### config.mk
export PLATFORM = sky130hd
export DESIGN_NAME = mgpio_port
export DESIGN_NICKNAME = d
export VERILOG_FILES = /design/src/rtl/mgpio_pkg.sv /design/src/rtl/mgpio_decode.sv /design/src/rtl/mgpio_sync.sv /design/src/rtl/mgpio_regs.sv /design/src/rtl/mgpio_port.sv
export SDC_FILE = /design/constraint.sdc
export NUM_CORES = 1
export LEC_CHECK = 0
export BUFFER_PORTS_ARGS = -buffer_cell sky130_fd_sc_hd__buf_2
export CORE_UTILIZATION = 49
export DETAILED_ROUTE_END_ITERATION = 7
export PLACE_DENSITY = 0.88
export SLEW_MARGIN = 20
export SYNTH_ARGS = -nofsm -noshare
export SYNTH_HDL_FRONTEND = slang
export SYNTH_SLANG_ARGS = --single-unit
### constraint.sdc
create_clock -name clk -period 1.62 [get_ports clk]
set_clock_uncertainty 0.15 [all_clocks]
set_input_delay 0.243 -clock clk [delete_from_list [all_inputs] [get_ports clk]]
set_output_delay 0.243 -clock clk [all_outputs]
set_load 0.02 [all_outputs]
### src/rtl/mgpio_pkg.sv
package mgpio_pkg;
    localparam int PIN_N   = 8;
    localparam int ADDR_W  = 12;
    localparam int MASK_LO = 2;
    localparam logic [ADDR_W-1:0] DIR_OFFSET = 12'h400;

    typedef enum logic [1:0] {
        ACC_NONE = 2'd0,
        ACC_DATA = 2'd1,
        ACC_DIR  = 2'd2
    } access_t;

    typedef struct packed {
        access_t          kind;
        logic [PIN_N-1:0] mask;
    } decode_t;

    function automatic decode_t decode_addr(input logic [ADDR_W-1:0] a);
        decode_t d;
        d.mask = a[MASK_LO +: PIN_N];
        if (a == DIR_OFFSET)
            d.kind = ACC_DIR;
        else if (a[ADDR_W-1:MASK_LO+PIN_N] == '0 && a[MASK_LO-1:0] == '0)
            d.kind = ACC_DATA;
        else
            d.kind = ACC_NONE;
        return d;
    endfunction
endpackage

### src/rtl/mgpio_decode.sv
module mgpio_decode
    import mgpio_pkg::*;
(
    input  logic [ADDR_W-1:0] addr,
    output decode_t           dec
);
    always_comb dec = decode_addr(addr);
endmodule

### src/rtl/mgpio_sync.sv
module mgpio_sync
    import mgpio_pkg::*;
#(
    parameter int STAGES = 2
) (
    input  logic             clk,
    input  logic             rst,
    input  logic [PIN_N-1:0] raw,
    output logic [PIN_N-1:0] synced
);
    generate
        for (genvar p = 0; p < PIN_N; p++) begin : g_pin
            logic [STAGES-1:0] chain;
            always_ff @(posedge clk) begin
                if (rst) chain <= '0;
                else     chain <= {chain[STAGES-2:0], raw[p]};
            end
            assign synced[p] = chain[STAGES-1];
        end
    endgenerate
endmodule

### src/rtl/mgpio_regs.sv
module mgpio_regs
    import mgpio_pkg::*;
(
    input  logic             clk,
    input  logic             rst,
    input  logic             we,
    input  decode_t          dec,
    input  logic [PIN_N-1:0] wdata,
    output logic [PIN_N-1:0] dir_q,
    output logic [PIN_N-1:0] out_q
);
    logic [PIN_N-1:0] upd;

    always_comb begin
        upd = '0;
        if (we && dec.kind == ACC_DATA)
            upd = dec.mask & dir_q;
    end

    always_ff @(posedge clk) begin
        if (rst) begin
            dir_q <= '0;
            out_q <= '0;
        end else begin
            if (we && dec.kind == ACC_DIR)
                dir_q <= wdata;
            out_q <= (out_q & ~upd) | (wdata & upd);
        end
    end
endmodule

### src/rtl/mgpio_port.sv
module mgpio_port
    import mgpio_pkg::*;
(
    input  logic              clk,
    input  logic              rst,
    input  logic [ADDR_W-1:0] bus_addr,
    input  logic              bus_we,
    input  logic [PIN_N-1:0]  bus_wdata,
    input  logic              bus_re,
    output logic [PIN_N-1:0]  bus_rdata,
    input  logic [PIN_N-1:0]  pin_in,
    output logic [PIN_N-1:0]  pin_out,
    output logic [PIN_N-1:0]  pin_oe
);
    decode_t          dec;
    logic [PIN_N-1:0] dir_q, out_q, in_s, rd_next;

    mgpio_decode u_dec (.addr(bus_addr), .dec(dec));

    mgpio_sync #(.STAGES(2)) u_sync (
        .clk(clk), .rst(rst), .raw(pin_in), .synced(in_s)
    );

    mgpio_regs u_regs (
        .clk(clk), .rst(rst), .we(bus_we), .dec(dec),
        .wdata(bus_wdata), .dir_q(dir_q), .out_q(out_q)
    );

    always_comb begin
        unique case (dec.kind)
            ACC_DATA: rd_next = dec.mask & ((dir_q & out_q) | (~dir_q & in_s));
            ACC_DIR:  rd_next = dir_q;
            default:  rd_next = '0;
        endcase
    end

    always_ff @(posedge clk) begin
        if (rst)         bus_rdata <= '0;
        else if (bus_re) bus_rdata <= rd_next;
        else             bus_rdata <= '0;
    end

    assign pin_out = out_q;
    assign pin_oe  = dir_q;
endmodule

==> impl_results.md, run 1 <==
- Outcome: completed
- Clk pwr share: 0.356
- Core Footprint: 3340 µm²
- Crit path required time: 1.23 ns
- Setup_tns: 0 ns
- Die Wd: 61.0 µm
- Critical path type: reg2out
- Root Buffer: clkbuf_4
- FFs w/ async S/R, synth: 0
- Total number of vias: 1434
- Synth Area in Compound Gates: 0.0521
- Initial antenna violation count: 0
- Post-DP Area: 2070 µm²
- Measured slew at the worst slew-check pin: 0.400 ns
- Crit start category: register
- Antenna-violating nets left: 0
- Area added between synthesis and finish: 30.5%
- Final Hold Viols: 0
- Drt drc: 0
- WL final: 3600 µm
- Worst IR drop on VDD: 509 µV
- Min-delay worst type: in2reg
- Antenna diodes: 0
- Crit path max-delay family: flip-flops
- Tot GR Track Use: 0.205
- Largest family of logic cells by synthesized area: simple AND/OR/NAND/NOR gates
- Primary FF master, synth: dfxtp_1
- Seq pwr share: 0.559
- Avg Inst Size Synth: 10.1 µm²
- DIE HEIGHT: 61.0 µm
- Cts repair resizes: 0
- IO Count: 56
- Vias in the first global route: 1214
- Placed insts: 269
- Period utilisation layout: 0.869
- Final Net Count: 270
- Synth cell types: 22
- Critical path arrival: 1.01 ns
- Most common cell after layout, fill and taps aside: buf_2
- CTS H-tree depth: 2
- Largest net degree at the start of global routing: 23
- Slowest stage delay, CP: 0.46 ns
- First-pass DRT Iterations: 4
- Sequential element share of the synthesized area: 0.470
- IO buf count: 55
- Routed len/inst: 12.6 µm
- Adder-Cell Fraction of Synth Area: 0
- Max-cap violations: 0
- Gate count of the mapped netlist: 168
- Buf+Inv Stages, Crit Path: 1
- Hpwl dp: 2540 µm
- Post-synthesis mux area share: 0.0940
- First-pass GRT wire length: 5330 µm
- Fmax achieved: 711 MHz
- Synthesized area: 1700 µm²
- Yosys warns: 0
- Cell Int Power: 0.00141 W
- Synth Register Bits: 40
- Post-route insts no fill: 285
- Synthesized net count: 200
- Power density cells: 809 nW/µm²
- GRT overflow: 0
- Clk_lat worst skew: 0.35 ns
- Via/cell ratio: 5.03
- Crit-path slowest cell: dfxtp_1
- Max_slew headroom: 0.731
- Fin crit period: 1.41 ns
- RSZ-0062 raised after global routing: no
- Gpl congestion: 0.775
- Max Transition Viols Final: 0
- Crit end category: output port
- Worst path cell trace: buf_2
- Num rows: 21
- Final setup viols: 0
- Logic pwr share: 0.086
- Clk sinks: 40
- Switch share: 0.218
- Clk slew on worst S/H paths: 0.11 ns
- Post-synth EDFFs: 0
- Drt initial violations: 88
- Synth Area in Simple Gates: 0.337
- Most frequent cells in the layout: buf_2, dfxtp_1, nor2b_1, nand2b_1, nand4_1
- CTS tree: built
- Full die area: 3720 µm²
- P_leak: 1.00 nW
- Worst Path Max Fanout: 6
- Cts bufs inserted: 5
- Share of layout cells above drive strength 1: 0.322
- Max Buffers Root-to-Sink: 2
- Synth Area in XOR/XNOR: 0
- Starting Density: 0.511
- Fin area: 2220 µm²
- NetSw: 0.000392 W
==> final cells by class <==
cell class                      count  area, µm²
Fill cell                         271       1110
Clock inverter                      2       35.0
Tap cell                           46       57.6
Multi-Input combinational cell    111        823
Timing Repair Buffer               72        435
Inverter                            8       30.0
Clock buffer                        6       41.3
Sequential cell                    40        801
==> path summary, 6_finish.rpt <==
| check | startpoint | slack (ns) | to | cells past startpoint |
|---|---|---|---|---|
| min reg2reg | u_sync.g_pin[0].chain[0]$_SDFF_PP0_ | 0.29 | u_sync.g_pin[0].chain[1]$_SDFF_PP0_ | 1 |
| max | u_regs.dir_q[2]$_SDFFE_PP0P_ | 0.21 | pin_oe[2] | 1 |
| max reg2reg | u_regs.dir_q[3]$_SDFFE_PP0P_ | 0.54 | bus_rdata[3]$_SDFF_PP0_ | 3 |
| min | bus_wdata[4] | 0.02 | register | 3 |
==> routing by layer <==
metal	vias to the layer above	global-route usage	part of all wire
li1	718	-	-
met1	666	0.259	0.47
met2	44	0.330	0.47
met3	6	0.0576	0.044
met4	0	0.0877	0.017
met5	-	0	0
==> timing repair <==
item,4_1_cts,5_1_grt
hold buffers,8,0
buffers inserted,0,0
hold endpoints to repair,8,0
==> kinds of logic (layout without fill, tap and decap cells) <==
family                 count (synthesis)  count (layout)
buffers and inverters                 17              88
multiplexers                          16              16
AO/OA/AOI/OAI                         11              11
flip-flops                            40              40
AND/OR/NAND/NOR                       84              84
==> tightest hold or removal path, cell delays in order <==
cell      delay [ns]
buf_2           0.09
nand2b_1        0.08
mux2i_1         0.06
==> through the flow <==
| step | hold WS [ns] | setup slack (ns) | utilization | power [W] |
|---|---|---|---|---|
| 3_3_place_gp | 0.268 | 0.115 | 0.619 | 0.00116 |
| 3_5_place_dp | 0.270 | 0.0369 | 0.619 | 0.00117 |
| 4_1_cts | 0.00546 | 0.201 | 0.666 | 0.00181 |
| 2_1_floorplan | 0.221 | 0.322 | - | 0.00109 |
| 6_report | 0.0191 | 0.213 | 0.666 | 0.00180 |
| 5_1_grt | 0.00997 | 0.152 | 0.666 | 0.00187 |
==> synth_stat cells (2+ instances only) <==
cell type	number	share of area
buf_4	2	0.0088
and2_1	8	0.029
o2111ai_1	3	0.015
o21ai_1	3	0.0088
mux2i_1	16	0.094
nand2b_1	24	0.088
nand4_1	19	0.070
o211ai_1	3	0.013
dfxtp_1	40	0.47
inv_1	8	0.018
clkbuf_1	5	0.011
nor2b_1	25	0.092
o211ai_2	2	0.015
nor3_1	2	0.0059
==> power groups by stage <==
stage               clock (W)  sequential [W]  combinational (W)
global placement            0         0.00103           0.000134
finish               0.000640         0.00101           0.000154
floorplan                   0         0.00103          0.0000628
detailed placement          0         0.00103           0.000138
CTS                  0.000652         0.00101           0.000153
global route         0.000694         0.00101           0.000166
(Power assumes the default switching activity.)
==> inputs of run 2 (changes only) <==
Settings changed: CORE_UTILIZATION 49 to 40, PLACE_DENSITY 0.88 to 0.76.
==> run 2 against run 1 <==
Compared with the run above:
- core utilization is 13 points lower
- total power is 8.3% higher
- hold slack worse by 0.015 ns
- sequential power hardly changed
- global-route usage is 3.7 points lower
- routed wire length is 0.64% higher
- combinational power is 10% lower
- cell area is 2.0% lower
- highest routed layer unchanged
==> impl_results.md, run 2 (same netlist as run 1, synthesis figures left out) <==
- Period utilisation layout: 0.812
- Fin area: 2180 µm²
- Max_slew headroom: 0.782
- Clk_lat worst skew: 0.29 ns
- Met3 usage: 0.0608
- CTS H-tree depth: 2
- Most frequent cells in the layout: buf_2, dfxtp_1, nor2b_1, nand2b_1, nand4_1
- GRT overflow: 0
- Drt drc: 0
- Crit path max-delay family: flip-flops
- Met1 Resource Use GR: 0.195
- Crit-path slowest cell: dfxtp_1
- Clk sinks: 40
- Final Net Count: 261
- Cell depth of the worst setup path: 1
- First-pass DRT Iterations: 4
- Final worst slack: 0.304 ns
- Crit start category: register
- Worst path cell trace: buf_2
- Most common cell after layout, fill and taps aside: buf_2
- Share of layout cells above drive strength 1: 0.330
- Tot GR Track Use: 0.168
- Post-DP Area: 2060 µm²
- Max Transition Viols Final: 0
- Worst Path Max Fanout: 6
- Min-delay worst type: in2reg
- Largest net degree at the start of global routing: 41
- Max-cap violations: 0
- IO buf count: 55
- Critical path arrival: 0.92 ns
- Root Buffer: clkbuf_8
- Via/cell ratio: 4.92
- Drt initial violations: 37
- Met2 usage: 0.271
- Post-cts hold buffer count: 0
- P_leak: 0.974 nW
- Buf+Inv Stages, Crit Path: 1
- Die Wd: 67.3 µm
- Cts bufs inserted: 5
- Hpwl dp: 2620 µm
- RSZ-0062 raised after global routing: no
- Cts repair resizes: 0
- Worst-case reg-to-reg path depth: 3
- Core Footprint: 4060 µm²
- Antenna diodes: 0
- Setup_tns: 0 ns
- IO Count: 56
- Final Hold Viols: 0
- Vias in the first global route: 1268
- Starting Density: 0.420
- Measured slew at the worst slew-check pin: 0.327 ns
- Worst IR drop on VDD: 651 µV
- Power density cells: 895 nW/µm²
- Pre-CTS setup slack: 0.0717 ns
- Fmax achieved: 760 MHz
- Fin crit period: 1.32 ns
- Crit end category: output port
- Routed len/inst: 12.9 µm
- Gpl congestion: 0.766
- DIE HEIGHT: 67.3 µm
- Final setup viols: 0
- Postcts setup bufs: 0
- Total power: 0.00195 W
- Antenna-violating nets left: 0
- Total number of vias: 1378
- Critical path type: reg2out
- Hold Worst Slack: 0.00418 ns
- Initial antenna violation count: 0
- Slowest stage delay, CP: 0.43 ns
- Outcome: completed
- Num rows: 23
- Clk slew on worst S/H paths: 0.09 ns
- Max Buffers Root-to-Sink: 2
- CTS tree: built
- Hold path depth: 2
- Full die area: 4530 µm²
- GRT Max-Usage Layer: met2
- Area added between synthesis and finish: 27.8%
- WL final: 3620 µm
- Crit path required time: 1.23 ns
- First-pass GRT wire length: 5510 µm
run 2: path summary, 6_finish.rpt:
kind / from / end / slack [ns]
max reg2reg: u_regs.dir_q[0]$_SDFFE_PP0P_ / bus_rdata[0]$_SDFF_PP0_ / 0.56
min: pin_in[3] / u_sync.g_pin[3].chain[0]$_SDFF_PP0_ / 0.004
max: u_regs.dir_q[5]$_SDFFE_PP0P_ / pin_oe[5] / 0.30
min reg2reg: u_sync.g_pin[1].chain[0]$_SDFF_PP0_ / u_sync.g_pin[1].chain[1]$_SDFF_PP0_ / 0.29
run 2: routing by layer:
layer  up-vias  share of wire
li1        702              -
met1       614           0.46
met2        50           0.45
met3        12          0.064
met4         0          0.025
met5         -              0
run 2: area by class of cell:
| type | count | area (µm²) |
|---|---|---|
| Multi-Input combinational cell | 111 | 823 |
| Sequential cell | 40 | 801 |
| Timing Repair Buffer | 63 | 350 |
| Clock buffer | 5 | 68.8 |
| Inverter | 8 | 30.0 |
| Clock inverter | 3 | 42.5 |
| Fill cell | 384 | 1880 |
| Tap cell | 50 | 62.6 |
run 2: where the power goes:
group / switching (W) / internal, W / leakage (nW)
combinational: 0.0000689 / 0.0000690 / 0.594
clock: 0.000351 / 0.000456 / 0.0541
sequential: 0.00000311 / 0.00100 / 0.326
run 2: stage by stage:
stage,utilization,instances
CTS,0.534,279
floorplan,-,168
detailed placement,0.507,271
global route,0.537,280
global placement,0.507,271
finish,0.537,280
